==> src/rtl/scr_fetch_pkg.sv <==
package scr_fetch_pkg;

  localparam int CMD_W     = 8;
  localparam int WORD_BYTES = 4;

  typedef enum logic [2:0] {
    ST_IDLE  = 3'd0,
    ST_CMD   = 3'd1,
    ST_OP2   = 3'd2,
    ST_OP3   = 3'd3,
    ST_READY = 3'd4
  } fetch_st_t;

  // Memory-to-memory move: class 2'b11 with bit 5 clear takes a third word
  function automatic logic needs_third(input logic [CMD_W-1:0] cmd);
    return (cmd[7:6] == 2'b11) && !cmd[5];
  endfunction

endpackage

==> src/rtl/scr_ptr_reg.sv <==
module scr_ptr_reg #(
  parameter int AW = 32
) (
  input  logic          clk,
  input  logic          rst_n,
  input  logic          load,
  input  logic [AW-1:0] load_val,
  input  logic          advance,
  output logic [AW-1:0] ptr
);
  import scr_fetch_pkg::*;

  function automatic logic [AW-1:0] step_ptr(input logic [AW-1:0] p);
    return p + AW'(WORD_BYTES);
  endfunction

  always_ff @(posedge clk) begin
    if (!rst_n)       ptr <= '0;
    else if (load)    ptr <= load_val;
    else if (advance) ptr <= step_ptr(ptr);
  end

endmodule

==> src/rtl/scr_fetch_ctrl.sv <==
module scr_fetch_ctrl
  import scr_fetch_pkg::*;
(
  input  logic             clk,
  input  logic             rst_n,
  input  logic             host_wr,
  input  logic             rd_ack,
  input  logic             instr_done,
  input  logic [CMD_W-1:0] cmd_cur,
  output logic             rd_req,
  output logic             instr_valid,
  output logic             word_accept,
  output logic             take_cmd,
  output logic             take_op2,
  output logic             take_op3
);

  fetch_st_t st, st_nx;

  assign rd_req      = (st == ST_CMD) || (st == ST_OP2) || (st == ST_OP3);
  assign instr_valid = (st == ST_READY);
  assign word_accept = rd_req && rd_ack && !host_wr;
  assign take_cmd    = word_accept && (st == ST_CMD);
  assign take_op2    = word_accept && (st == ST_OP2);
  assign take_op3    = word_accept && (st == ST_OP3);

  always_comb begin
    st_nx = st;
    if (host_wr) begin
      st_nx = ST_CMD;
    end else begin
      unique case (st)
        ST_IDLE:  st_nx = ST_IDLE;
        ST_CMD:   if (rd_ack) st_nx = ST_OP2;
        ST_OP2:   if (rd_ack) st_nx = needs_third(cmd_cur) ? ST_OP3 : ST_READY;
        ST_OP3:   if (rd_ack) st_nx = ST_READY;
        ST_READY: if (instr_done) st_nx = ST_CMD;
        default:  st_nx = ST_IDLE;
      endcase
    end
  end

  always_ff @(posedge clk) begin
    if (!rst_n) st <= ST_IDLE;
    else        st <= st_nx;
  end

  // a pending instruction never overlaps a memory request
  a_r8_no_req_while_valid: assert property (@(posedge clk) disable iff (!rst_n)
    instr_valid |-> !rd_req);

endmodule

==> src/rtl/scr_instr_regs.sv <==
module scr_instr_regs
  import scr_fetch_pkg::*;
#(
  parameter int DW = 32
) (
  input  logic                clk,
  input  logic                rst_n,
  input  logic [DW-1:0]       rd_data,
  input  logic                take_cmd,
  input  logic                take_op2,
  input  logic                take_op3,
  output logic [CMD_W-1:0]    cmd_byte,
  output logic [DW-CMD_W-1:0] byte_count,
  output logic [DW-1:0]       operand2,
  output logic [DW-1:0]       operand3
);
  localparam int CNT_W = DW - CMD_W;

  always_ff @(posedge clk) begin
    if (!rst_n) begin
      cmd_byte   <= '0;
      byte_count <= '0;
      operand2   <= '0;
      operand3   <= '0;
    end else begin
      if (take_cmd) begin
        cmd_byte   <= rd_data[DW-1 -: CMD_W];
        byte_count <= rd_data[CNT_W-1:0];
      end
      if (take_op2) operand2 <= rd_data;
      if (take_op3) operand3 <= rd_data;
    end
  end

  // the third operand register moves only on a third-word load
  a_r6_op3_guarded: assert property (@(posedge clk) disable iff (!rst_n)
    !take_op3 |=> $stable(operand3));

  // command and count are loaded together or not at all
  a_r4_cmd_count_pair: assert property (@(posedge clk) disable iff (!rst_n)
    !take_cmd |=> $stable(cmd_byte) && $stable(byte_count));

endmodule

==> src/rtl/scr_fetch_seq.sv <==
module scr_fetch_seq #(
  parameter int AW = 32,
  parameter int DW = 32
) (
  input  logic          clk,
  input  logic          rst_n,
  input  logic          host_wr,
  input  logic [AW-1:0] host_addr,
  output logic          rd_req,
  output logic [AW-1:0] rd_addr,
  input  logic          rd_ack,
  input  logic [DW-1:0] rd_data,
  output logic          instr_valid,
  input  logic          instr_done,
  output logic [7:0]    cmd_byte,
  output logic [DW-9:0] byte_count,
  output logic [DW-1:0] operand2,
  output logic [DW-1:0] operand3,
  output logic [AW-1:0] script_ptr
);
  import scr_fetch_pkg::*;

  logic word_accept, take_cmd, take_op2, take_op3;

  scr_fetch_ctrl u_ctrl (
    .clk         (clk),
    .rst_n       (rst_n),
    .host_wr     (host_wr),
    .rd_ack      (rd_ack),
    .instr_done  (instr_done),
    .cmd_cur     (cmd_byte),
    .rd_req      (rd_req),
    .instr_valid (instr_valid),
    .word_accept (word_accept),
    .take_cmd    (take_cmd),
    .take_op2    (take_op2),
    .take_op3    (take_op3)
  );

  scr_ptr_reg #(.AW(AW)) u_ptr (
    .clk      (clk),
    .rst_n    (rst_n),
    .load     (host_wr),
    .load_val (host_addr),
    .advance  (word_accept),
    .ptr      (script_ptr)
  );

  scr_instr_regs #(.DW(DW)) u_regs (
    .clk        (clk),
    .rst_n      (rst_n),
    .rd_data    (rd_data),
    .take_cmd   (take_cmd),
    .take_op2   (take_op2),
    .take_op3   (take_op3),
    .cmd_byte   (cmd_byte),
    .byte_count (byte_count),
    .operand2   (operand2),
    .operand3   (operand3)
  );

  assign rd_addr = script_ptr;

  // an unanswered request holds its level and address
  a_r3_req_hold: assert property (@(posedge clk) disable iff (!rst_n)
    rd_req && !rd_ack && !host_wr |=> rd_req && $stable(rd_addr));

  // each accepted word moves the pointer one word forward
  a_r7_ptr_step: assert property (@(posedge clk) disable iff (!rst_n)
    word_accept |=> script_ptr == $past(script_ptr) + AW'(WORD_BYTES));

  // a ready instruction stays ready until released
  a_r8_valid_hold: assert property (@(posedge clk) disable iff (!rst_n)
    instr_valid && !instr_done && !host_wr |=> instr_valid);

  // a host write restarts fetching at the written address
  a_r9_restart: assert property (@(posedge clk) disable iff (!rst_n)
    host_wr |=> rd_req && rd_addr == $past(host_addr));

  // without an accepted word or host write the pointer holds
  a_r10_ptr_quiet: assert property (@(posedge clk) disable iff (!rst_n)
    !word_accept && !host_wr |=> $stable(script_ptr));

endmodule

==> config.mk <==
export PLATFORM = sky130hd
export DESIGN_NAME = scr_fetch_seq
export DESIGN_NICKNAME = d
export VERILOG_FILES = /design/src/rtl/scr_fetch_pkg.sv /design/src/rtl/scr_ptr_reg.sv /design/src/rtl/scr_fetch_ctrl.sv /design/src/rtl/scr_instr_regs.sv /design/src/rtl/scr_fetch_seq.sv
export SDC_FILE = /design/constraint.sdc
export NUM_CORES = 1
export LEC_CHECK = 0
export CELL_PAD_IN_SITES_DETAIL_PLACEMENT = 0
export CELL_PAD_IN_SITES_GLOBAL_PLACEMENT = 1
export CORE_MARGIN = 2
export CORE_UTILIZATION = 42
export CTS_CLUSTER_SIZE = 14
export DETAILED_ROUTE_END_ITERATION = 7
export DONT_BUFFER_PORTS = 1
export PLACE_DENSITY = 0.73
export SETUP_SLACK_MARGIN = 0.02
export SYNTH_ARGS = -nofsm -noshare
export SYNTH_HDL_FRONTEND = slang
export SYNTH_HIERARCHICAL = 1
export SYNTH_SLANG_ARGS = --single-unit
==> constraint.sdc <==
create_clock -name clk -period 2.1 [get_ports clk]
set_input_delay 0.21 -clock clk [delete_from_list [all_inputs] [get_ports clk]]
set_output_delay 0.21 -clock clk [all_outputs]
set_load 0.01 [all_outputs]
==> Word level (Yosys, flattened, before mapping) <==
Index checks and enable logic that the tools add are counted.
{ "totals": {"reg_bits": 131, "inputBits": 69, "output_inout_bits": 162, "elab_cells": 45} }
{ "classes": {"add_sub_neg": 1, "eq_ne": 13, "muxes": 9, "bitwise": 1, "reduce_logical": 14} }
{ "ops": {"columns": ["op", "n"], "rows": [
  ["$mux W32", 2],
  ["$add A32 B3 Y32 const B", 1],
  ["$mux W3", 5],
  ["$pmux W3 S4", 1],
  ["$ne A3 B3 Y1 const B", 3],
  ["$reduce_and A4 Y1", 2],
  ["$eq A3 B2 Y1 const B", 2],
  ["$logic_and A1 B1 Y1", 6],
  ["$ne A2 B2 Y1 const B", 3],
  ["$eq A3 B1 Y1 const B", 1],
  ["$eq A3 B3 Y1 const B", 1],
  ["$ne A3 B2 Y1 const B", 1],
  ["$eq A2 B2 Y1 const B", 1],
  ["$logic_not A1 Y1", 2],
  ["$logic_or A1 B1 Y1", 2],
  ["$ne A2 B1 Y1 const B", 1],
  ["$reduce_bool A2 Y1", 1],
  ["$reduce_or A2 Y1", 1],
  ["$mux W1", 1],
  ["$not A1 Y1", 1]
]} }

==> Logic depth before layout (Yosys ltp) <==
Gate-level depths: netlist (run 1).
{ "depth": {"word_depth": 7, "depth_mapped": 8, "depth_no_buf": 6} }

==> Hierarchy <==
The synthesis (run 1) kept the hierarchy.
{ "by_module_without_submodules": {"columns": ["module", "n_inst", "cells_per_inst", "area_each_um2", "seq_area_each_um2"], "rows": [
  ["scr_instr_regs", 1, 310, 3753.6, 1921.8],
  ["scr_ptr_reg", 1, 233, 1864.3, 640.6],
  ["scr_fetch_seq", 1, 32, 240.2, 0.0],
  ["scr_fetch_ctrl", 1, 27, 222.7, 60.1]
]} }

==> Least setup slack after synthesis (run 1) <==
OpenSTA, ideal clock, no wires.
{ "synth_timing": {"path_type": "register to register", "startpoint": "register u_ctrl.st[2]", "endpoint": "register u_ptr.ptr[15]", "setup_time_ps": 74, "arrival_ps": 2048, "slack_ps": -23, "stages_incl_launch_ff": 8, "path_cell_list": "dfxtp_1 > buf_6 > or3b_1 > nor2_1 > clkbuf_1 > nand3_1 > or4_1 > a31oi_1"} }
{ "synth_between": {"elab_chain_len": 6, "elab_cells_between_ends": 8, "classes_between": "eq/ne: 3; reduce/logical: 5"} }
{ "synth_lines": {"columns": ["item", "line_no", "rtl"], "rows": [
  ["from (decl)", "scr_fetch_ctrl.sv:18", "fetch_st_t st, st_nx;"],
  ["from (signal assigned)", "scr_fetch_ctrl.sv:45", "else st <= st_nx;"],
  ["$eq A3 B1 Y1 or $eq A3 B2 Y1 (tied branches)", "scr_fetch_ctrl.sv:20", "assign rd_req = (st == ST_CMD) || (st == ST_OP2) || (st == ST_OP3);"],
  ["$logic_or A1 B1 Y1", "scr_fetch_ctrl.sv:20", null],
  ["$logic_or A1 B1 Y1 (*)", "scr_fetch_ctrl.sv:20", null],
  ["$logic_and A1 B1 Y1 (*) (2 in series)", "scr_fetch_ctrl.sv:22", "assign word_accept = rd_req && rd_ack && !host_wr;"],
  ["net word_accept", "scr_fetch_seq.sv:23", "logic word_accept, take_cmd, take_op2, take_op3;"],
  ["$reduce_bool A2 Y1 (no line) (*)", null, null],
  ["to (signal assigned)", "scr_ptr_reg.sv:19", "else if (load) ptr <= load_val;"],
  ["to (signal assigned)", "scr_ptr_reg.sv:20", "else if (advance) ptr <= step_ptr(ptr);"],
  ["to (decl)", "scr_ptr_reg.sv:9", "output logic [AW-1:0] ptr"]
]} }
Mark *: on every way through the listed nets, which the timed path passes. The rest lies on a longest branch.
A chain may end at the register's enable or synchronous reset.

==> Worst setup path in the final report (run 1) <==
{ "layout_timing": {"startpoint": "register u_ctrl.st[2]", "endpoint": "register u_ptr.ptr[30]"} }
The elaborated chain is that of the path after synthesis.

==> qor.yml, run 1 <==
drtIter0Drc: 245
synth-main-ff-cell: "dfxtp_1"
hold_depth: 2
antenna_cells: 0
grt_first_pass_wirelength_mm: 24.7
min_to: "u_regs/operand3[6]$_SDFFE_PN0P_"
yosys_warnings: 6
reg2regPathDepth: 8
slew_headroom_pct: 68.9
cts.sinks: 131
fin_setup_tns_ps: 0
ir_worst_vdd_mv: 0.498
drive_gt1_share_pct: 14.5
fin_crit_sh_pct: 93.6
finalMaxSlewViolations: 0
nets: 712
p_leak_nw: 2.38
holdCritPathClass: "in -> reg"
antenna_found_initial: 1
grt_max_degree: 116
syn-instance-count: 602
power_density_nw_per_um2: 833
finalCriticalPeriod_ps: 1970
yosys.cell_types.count: 53
route.vias.total: 4554
min_from: "rd_data[6]"
clkTransAtPathRegs_ps: 60
gp_congestion: 0.806
setup_viol: 0
async_reset_ff_share_pct: 0
start_util_pct: 43.5
syn_area_per_cell_sq_um: 10.1
yosysSeqAreaShare_pct: 43.1
wl_per_cell_um: 18.7
rsz0062_at_grt: "no"
cp_data_required_time_ps: 2420
cts_buffers: 17
ys_ff_latch: 131
status: "finished, final reports clean"
total_power_w: 0.00600
coreArea_sq_um: 14000
grt_overflow: 0
antenna_left: 0
first_pass_iters: 5
cts_tree: "done"
fp.dieArea_sq_um: 15500
maxCapViolCount: 0
cts-root-buf: "clkbuf_16"
r2r_slack_ps: 130
crit_arrival_ps: 2290
grt_use_total_pct: 19.9
path_max_fanout: 7
rows: 43
max_freq_ghz: 0.509
fp.dieW_um: 124
hold_viol: 0
numPortBuffers: 0
clk_path_buf_depth: 2
via_per_inst: 5.45
reg2reg_to: "u_ptr/ptr[30]$_SDFFE_PN0N_"
die_y_um: 124
synth_edf_count: 0
area_delta_synth_final_pct: 18.3
worstSetupPathType: "reg -> reg"
clkLatencyLatePin_ps: 410
syn_area_sq_um: 6080
grt_pass1_vias: 4497
routed_wl_mm: 15.6
ioPinCount: 231
max_slew.worst_pin.slew_ps: 466
finClkSkew_ps: 9.71
worst_setup_path_end_kind: "register"
critPathLaunchType: "register"
syn-num-nets: 672
reg2reg_from: "u_ctrl/st[2]$_SDFFE_PP0P_"
drcViolationCount: 0
dp_hpwl_mm: 10.1
htreeDepth: 4
## cell families after synthesis
kind of cell	synth area share [%]
AOI/OAI and AO/OA	7.24
xor gates and xnor gates	1.30
adders and majority gates	0.206
buffers and inverters	9.92
DFF	43.1
muxes	16.6
and+or+nand+nor	21.6
## what timing repair did
action,CTS,global route
setup buffers,0,1
endpoints found under the hold margin,125,0
gates resized for setup,0,7
hold buffers,49,0
setup endpoints to repair,0,11
## cells in the mapped netlist, types with 5 or more instances
master | number | area share, %
o21ai_0 | 23 | 1.9
buf_4 | 38 | 4.7
o31ai_1 | 8 | 0.99
nand4_1 | 15 | 1.5
mux2i_1 | 101 | 17
nor2_1 | 17 | 1.0
a21oi_1 | 13 | 1.1
nand3_1 | 8 | 0.66
nor4_1 | 9 | 0.93
dfxtp_1 | 131 | 43
or4_1 | 8 | 0.99
nor3b_1 | 6 | 0.74
clkbuf_1 | 18 | 1.1
buf_12 | 9 | 3.0
nand2_1 | 18 | 1.1
xor2_1 | 5 | 0.72
nor2b_1 | 97 | 10
a31oi_1 | 11 | 1.1
## cell usage in the layout (no fill, tap or decap), types with 11 or more instances in the layout
master,n
dfxtp_1,131
mux2i_1,101
nor2b_1,97
dlygate4sd3_1,48
buf_4,40
o21ai_0,23
nand2_1,18
clkbuf_16,17
nor2_1,15
nand4_1,15
a21oi_1,13
a31oi_1,11
## critical path, stage by stage (launching register included)
cell and delay [ps]:
dfxtp_1 310, or3b_4 410, nor2_4 120, buf_6 130, buf_4 160, nand3_1 80, nor4_1 320, a211oi_1 140
nor3b_1 220
## where the power goes
group	leakage, nW	total (W)	switching [W]	internal (W)
Combinational	1.03	0.000462	0.000239	0.000224
Sequential	1.06	0.00263	0.0000844	0.00255
Clock	0.285	0.00290	0.00114	0.00176
## flip-flops by register name (all words and copies together), names as in the netlist
| name | cells |
|---|---|
| u_regs/byte_count | 24 |
| u_ctrl/st | 3 |
| u_regs/operand3 | 32 |
| u_regs/operand2 | 32 |
| u_regs/cmd_byte | 8 |
| u_ptr/ptr | 32 |
## metal layers
metal	GRT usage [%]	vias to the layer above	part of all wire, %
met1	23.9	2161	43
met4	8.13	0	1.4
met5	0	-	0
met3	6.87	28	7.8
met2	32.6	193	48
li1	-	2172	-
## how the worst max path moves through the flow
stage / depth (start not counted) / start / endpoint
global placement: 8 / u_ctrl/st[2]$_SDFFE_PP0P_ / u_ptr/ptr[27]$_SDFFE_PN0N_
finish: 8 / u_ctrl/st[2]$_SDFFE_PP0P_ / u_ptr/ptr[30]$_SDFFE_PN0N_
CTS: 8 / u_ctrl/st[2]$_SDFFE_PP0P_ / u_ptr/ptr[27]$_SDFFE_PN0N_
detailed placement: 8 / u_ctrl/st[2]$_SDFFE_PP0P_ / u_ptr/ptr[27]$_SDFFE_PN0N_
global route: 7 / u_ctrl/st[2]$_SDFFE_PP0P_ / u_ptr/ptr[28]$_SDFFE_PN0N_
floorplan: 7 / u_ctrl/st[2]$_SDFFE_PP0P_ / u_ptr/ptr[15]$_SDFFE_PN0N_
## final cells by class
type,count,area (sq um)
Clock buffer,18,429
Inverter,4,15.0
Multi-Input combinational cell,396,2890
Clock inverter,14,153
Sequential cell,131,2620
Timing Repair Buffer,92,860
Tap cell,180,225
Fill cell,1236,6790
## metrics by stage
step                      worst slack (ps)  cells  hold slack, ps  area, sq um  util [%]
final                                  135    835            14.1         7200      51.4
after global placement                 118    753             346         6070      43.4
after detailed placement              64.1    753             348         6070      43.4
after global routing                  17.8    835            8.75         7200      51.4
after CTS                             28.8    834           0.638         7160      51.2
after floorplan                       76.2    602             328         6080         -
Power figures use the tool's default switching activity.
==> run 2, diff against run 1 <==
--- a/config.mk
+++ b/config.mk
@@ -13,7 +13,8 @@
 export DETAILED_ROUTE_END_ITERATION = 7
 export DONT_BUFFER_PORTS = 1
 export PLACE_DENSITY = 0.73
-export SETUP_SLACK_MARGIN = 0.02
+export SETUP_SLACK_MARGIN = 0.3
+export SKIP_LAST_GASP = 1
 export SYNTH_ARGS = -nofsm -noshare
 export SYNTH_HDL_FRONTEND = slang
 export SYNTH_HIERARCHICAL = 1
==> qor.yml, run 2 (synthesized netlist as in run 1, its figures left out) <==
status: "complete, but fails checks"
violations: "negative hold slack"
total_power_w: 0.00604
power_density_nw_per_um2: 797
wl_per_cell_um: 18.9
cts_buffers: 17
finClkSkew_ps: 5.41
max_stage_delay_ps: 510
holdCritPathClass: "in -> reg"
cp_data_required_time_ps: 2440
final_common_cell: "dfxtp_1"
drive_gt1_share_pct: 17.8
rows: 43
rsz0062_at_grt: "yes"
cts-root-buf: "clkbuf_16"
critical-path-slowest-cell: "dfxtp_1"
htreeDepth: 4
die_y_um: 124
min_to: "u_regs/operand2[0]$_SDFFE_PN0P_"
reg2regPathDepth: 5
fillers: 1222
crit_chain: "ha_1, nand4_1, or2_4, or4_4, a31oi_1"
min_from: "rd_data[0]"
clkLatencyLatePin_ps: 410
dp_hpwl_mm: 9.85
grt_max_degree: 121
finalMaxSlewViolations: 0
path_max_fanout: 8
route.vias.total: 4641
clk_path_buf_depth: 2
area_delta_synth_final_pct: 24.6
first_pass_iters: 4
nets: 736
grt_first_pass_wirelength_mm: 23.3
worstSetupPathType: "reg -> reg"
numPortBuffers: 0
finalCriticalPeriod_ps: 1910
crit_arrival_ps: 2260
antenna_left: 0
fin_setup_tns_ps: 0
ioPinCount: 231
gp_congestion: 0.798
drtIter0Drc: 257
fp.dieW_um: 124
routed_wl_mm: 16.2
antenna_found_initial: 2
reg2reg_to: "u_ptr/ptr[28]$_SDFFE_PN0N_"
slew_headroom_pct: 60.9
ir_worst_vdd_mv: 0.530
maxCapViolCount: 0
via_per_inst: 5.40
r2r_slack_ps: 190
hold_slack_ps: -29.6
coreArea_sq_um: 14000
cts.sinks: 131
antenna_cells: 0
p_leak_nw: 2.52
grt_pass1_vias: 4269
hold_viol: 12
reg.largest.list: "u_ptr/ptr (32), u_regs/operand2 (32), u_regs/operand3 (32)"
fp.dieArea_sq_um: 15500
setup_viol: 0
hold_depth: 2
reg2reg_from: "u_ptr/ptr[3]$_SDFFE_PN0N_"
fin_crit_sh_pct: 91.0
critPathLaunchType: "register"
max_freq_ghz: 0.523
grt_overflow: 0
max_slew.worst_pin.slew_ps: 581
cts_tree: "done"
grt_use_total_pct: 18.7
drcViolationCount: 0
worst_setup_path_end_kind: "register"
layout_common_cells: "124 x dfxtp_1, 99 x mux2i_1, 97 x nor2b_1"
clkTransAtPathRegs_ps: 60
start_util_pct: 43.5
run 2: cell type report:
type | instances | area, sq um | area share (%)
well taps | 180 | 225 | 2.97
clock buffers | 21 | 450 | 5.95
repair buffers | 116 | 1150 | 15.2
flip-flops and latches | 131 | 2630 | 34.7
inverters | 4 | 15.0 | 0.198
multi-input cells | 396 | 2970 | 39.3
clock inverters | 11 | 128 | 1.68
run 2: what timing repair did:
action / in CTS / in global routing
endpoints found under the setup margin: 15 / 68
hold endpoints to repair: 127 / 97
pin swaps: 7 / 7
cloned: 0 / 3
hold buffers: 35 / 34
setup buffers: 4 / 5
resized for setup: 10 / 26
run 2: through the flow:
step | util, % | cell area [sq um] | worst slack [ps] | hold slack (ps) | std cells
floorplan | - | 6120 | 213 | 328 | 602
global placement | 43.3 | 6050 | 102 | 344 | 746
detailed placement | 43.3 | 6050 | 74.1 | 344 | 746
CTS | 50.3 | 7040 | 211 | -87.7 | 817
global route | 54.2 | 7580 | 122 | -3.04 | 859
finish | 54.2 | 7580 | 188 | -29.6 | 859
run 2: power breakdown:
group	leakage, nW	internal, W	switching, W
registers	1.07	0.00255	0.0000868
logic	1.18	0.000265	0.000242
clock network	0.274	0.00178	0.00111
total	2.52	0.00460	0.00144
run 2: critical path, delay by kind of cell, from the launching register on:
family | cells | cell delay [ps]
simple gates | 3 | 810
flops | 1 | 510
fa+ha+maj | 1 | 370
compound gates | 1 | 160
run 2: how the worst max path moves through the flow:
stage	depth (start not counted)	end	startpoint	slack (ps)
final	5	u_ptr/ptr[28]$_SDFFE_PN0N_	u_ptr/ptr[3]$_SDFFE_PN0N_	190
after global routing	5	u_ptr/ptr[28]$_SDFFE_PN0N_	u_ptr/ptr[3]$_SDFFE_PN0N_	120
after CTS	5	u_ptr/ptr[8]$_SDFFE_PN0N_	u_ctrl/st[2]$_SDFFE_PP0P_	210
after detailed placement	6	u_ptr/ptr[19]$_SDFFE_PN0N_	u_ctrl/st[2]$_SDFFE_PP0P_	70
after global placement	6	u_ptr/ptr[23]$_SDFFE_PN0N_	u_ctrl/st[2]$_SDFFE_PP0P_	100
after floorplan	7	u_ptr/ptr[19]$_SDFFE_PN0N_	u_ctrl/st[2]$_SDFFE_PP0P_	210
run 2: per-layer routing:
layer | GRT usage, % | part of all wire [%]
met3 | 9.54 | 9.6
met5 | 0 | 0.080
met2 | 29.9 | 47
met4 | 6.74 | 1.3
met1 | 21.5 | 42
==> run 3, diff against run 2 <==
--- a/config.mk
+++ b/config.mk
@@ -8,11 +8,11 @@
 export CELL_PAD_IN_SITES_DETAIL_PLACEMENT = 0
 export CELL_PAD_IN_SITES_GLOBAL_PLACEMENT = 1
 export CORE_MARGIN = 2
-export CORE_UTILIZATION = 42
+export CORE_UTILIZATION = 47
 export CTS_CLUSTER_SIZE = 14
 export DETAILED_ROUTE_END_ITERATION = 7
 export DONT_BUFFER_PORTS = 1
-export PLACE_DENSITY = 0.73
+export PLACE_DENSITY = 0.77
 export SETUP_SLACK_MARGIN = 0.3
 export SKIP_LAST_GASP = 1
 export SYNTH_ARGS = -nofsm -noshare
==> constraint.sdc (replaced) <==
create_clock -name clk -period 2.05 [get_ports clk]
set_input_delay 0.205 -clock clk [delete_from_list [all_inputs] [get_ports clk]]
set_output_delay 0.205 -clock clk [all_outputs]
set_load 0.01 [all_outputs]
==> qor.yml, run 3 (synthesized netlist as in run 1, its figures left out) <==
max_slew.worst_pin.slew_ps: 578
fin_setup_tns_ps: 0
drtIter0Drc: 227
holdCritPathClass: "in -> reg"
fin_area_sq_um: 7620
critPathLaunchType: "register"
area_delta_synth_final_pct: 25.4
setup_viol: 0
utilization_pct: 60.4
coreArea_sq_um: 12600
rsz0062_at_grt: "yes"
fp.dieW_um: 118
maxCapViolCount: 0
total_power_w: 0.00618
htreeDepth: 4
highest_layer: "met4"
reg.largest.list: "u_ptr/ptr (32), u_regs/operand2 (32), u_regs/operand3 (32)"
drive_gt1_share_pct: 19.7
wl_met2_mm: 7.88
die_y_um: 118
worst_setup_path_end_kind: "register"
grt_max_degree: 118
p_int_w: 0.00476
drcViolationCount: 0
r2r_slack_ps: 140
power_density_nw_per_um2: 810
finClkSkew_ps: 4.65
route.vias.total: 4621
antenna_left: 0
hold_viol: 0
clkTransAtPathRegs_ps: 50
dpl_cell_area_sq_um: 6080
numPortBuffers: 0
finalMaxSlewViolations: 0
routed_wl_mm: 16.1
grt_pass1_vias: 4562
clk_path_buf_depth: 2
ioPinCount: 231
fin_crit_sh_pct: 93.2
p_leak_nw: 2.58
fp.dieArea_sq_um: 13900
dp_hpwl_mm: 9.98
seqPwrFrac_pct: 43.6
register_area_sq_um: 2620
cts.sinks: 131
preCtsSetupSlack_ps: 81.5
clkLatencyLatePin_ps: 410
rows: 41
grt_overflow: 0
crit_arrival_ps: 2250
cp_data_required_time_ps: 2390
cts-root-buf: "clkbuf_16"
multi_input_area_sq_um: 3010
slew_headroom_pct: 61.1
p_sw_w: 0.00142
pwr-share-clk_pct: 47.8
fillers: 1071
ir_worst_vdd_mv: 0.453
gp_congestion: 0.826
grt_use_total_pct: 22.4
max_freq_ghz: 0.523
finalCriticalPeriod_ps: 1910
met1_length_mm: 6.67
antenna_cells: 0
first_pass_iters: 4
start_util_pct: 48.2
swShare_pct: 23.0
via_per_inst: 5.42
cts_tree: "done"
status: "finished, final reports clean"
antenna_found_initial: 0
cts_buffers: 17
nets: 737
worstSetupPathType: "reg -> reg"
path_max_fanout: 6
grt_first_pass_wirelength_mm: 24.9
worst_slack_ps: 140
wl_per_cell_um: 18.9
layout_common_cells: "130 x dfxtp_1, 101 x mux2i_1, 97 x nor2b_1"
wl_met3_mm: 1.35
combPwrFrac_pct: 8.6
final_common_cell: "dfxtp_1"
-- run 3: metal layers --
metal	track usage (%)	vias to the layer above
met5	0	-
met4	7.91	0
met3	8.72	18
met2	36.6	176
met1	26.9	2198
li1	-	2229
-- run 3: final timing paths --
kind                                                  startpoint                          endpoint  cells after the start
worst max-delay path                   u_ctrl/st[2]$_SDFFE_PP0P_        u_ptr/ptr[28]$_SDFFE_PN0N_                      6
worst min-delay path                                host_addr[4]         u_ptr/ptr[4]$_SDFFE_PN0N_                      2
worst max register to register         u_ctrl/st[2]$_SDFFE_PP0P_        u_ptr/ptr[28]$_SDFFE_PN0N_                      6
worst min register to register  u_regs/operand2[14]$_SDFFE_PN0P_  u_regs/operand2[14]$_SDFFE_PN0P_                      2
-- run 3: power groups by stage --
| stage | registers (W) | logic [W] | clock network, W |
|---|---|---|---|
| floorplan | 0.00276 | 0.000305 | 0 |
| global placement | 0.00274 | 0.000343 | 0 |
| detailed placement | 0.00275 | 0.000349 | 0 |
| CTS | 0.00269 | 0.000492 | 0.00302 |
| global route | 0.00270 | 0.000574 | 0.00314 |
| finish | 0.00270 | 0.000531 | 0.00295 |
-- run 3: area by class of cell --
class | instances | share of cell area, %
multi-input cells | 396 | 39.5
inverters | 4 | 0.197
well taps | 172 | 2.82
flip-flops and latches | 131 | 34.4
repair buffers | 117 | 15.4
clock buffers | 23 | 6.27
clock inverters | 9 | 1.36
-- run 3: metrics by stage --
step                hold slack (ps)  cells
detailed placement              344    741
global route                   6.29    852
floorplan                       323    602
CTS                            2.60    831
global placement                341    741
finish                         15.2    852
-- run 3: worst max-delay path: stages, from the launching register on --
cell and delay, ps:
dfxtp_2 310, or3b_4 380, nor2_4 210, nand4_1 130, or2_4 250, or4_1 400
a31oi_1 160
-- run 3: what timing repair did --
| action | 4_1_cts | 5_1_grt |
|---|---|---|
| hold buffers | 54 | 0 |
| gates cloned | 0 | 4 |
| pin swaps | 10 | 22 |
| hold endpoints to repair | 126 | 0 |
| endpoints found under the setup margin | 18 | 110 |
| setup buffers | 4 | 17 |
| gates resized for setup | 13 | 26 |
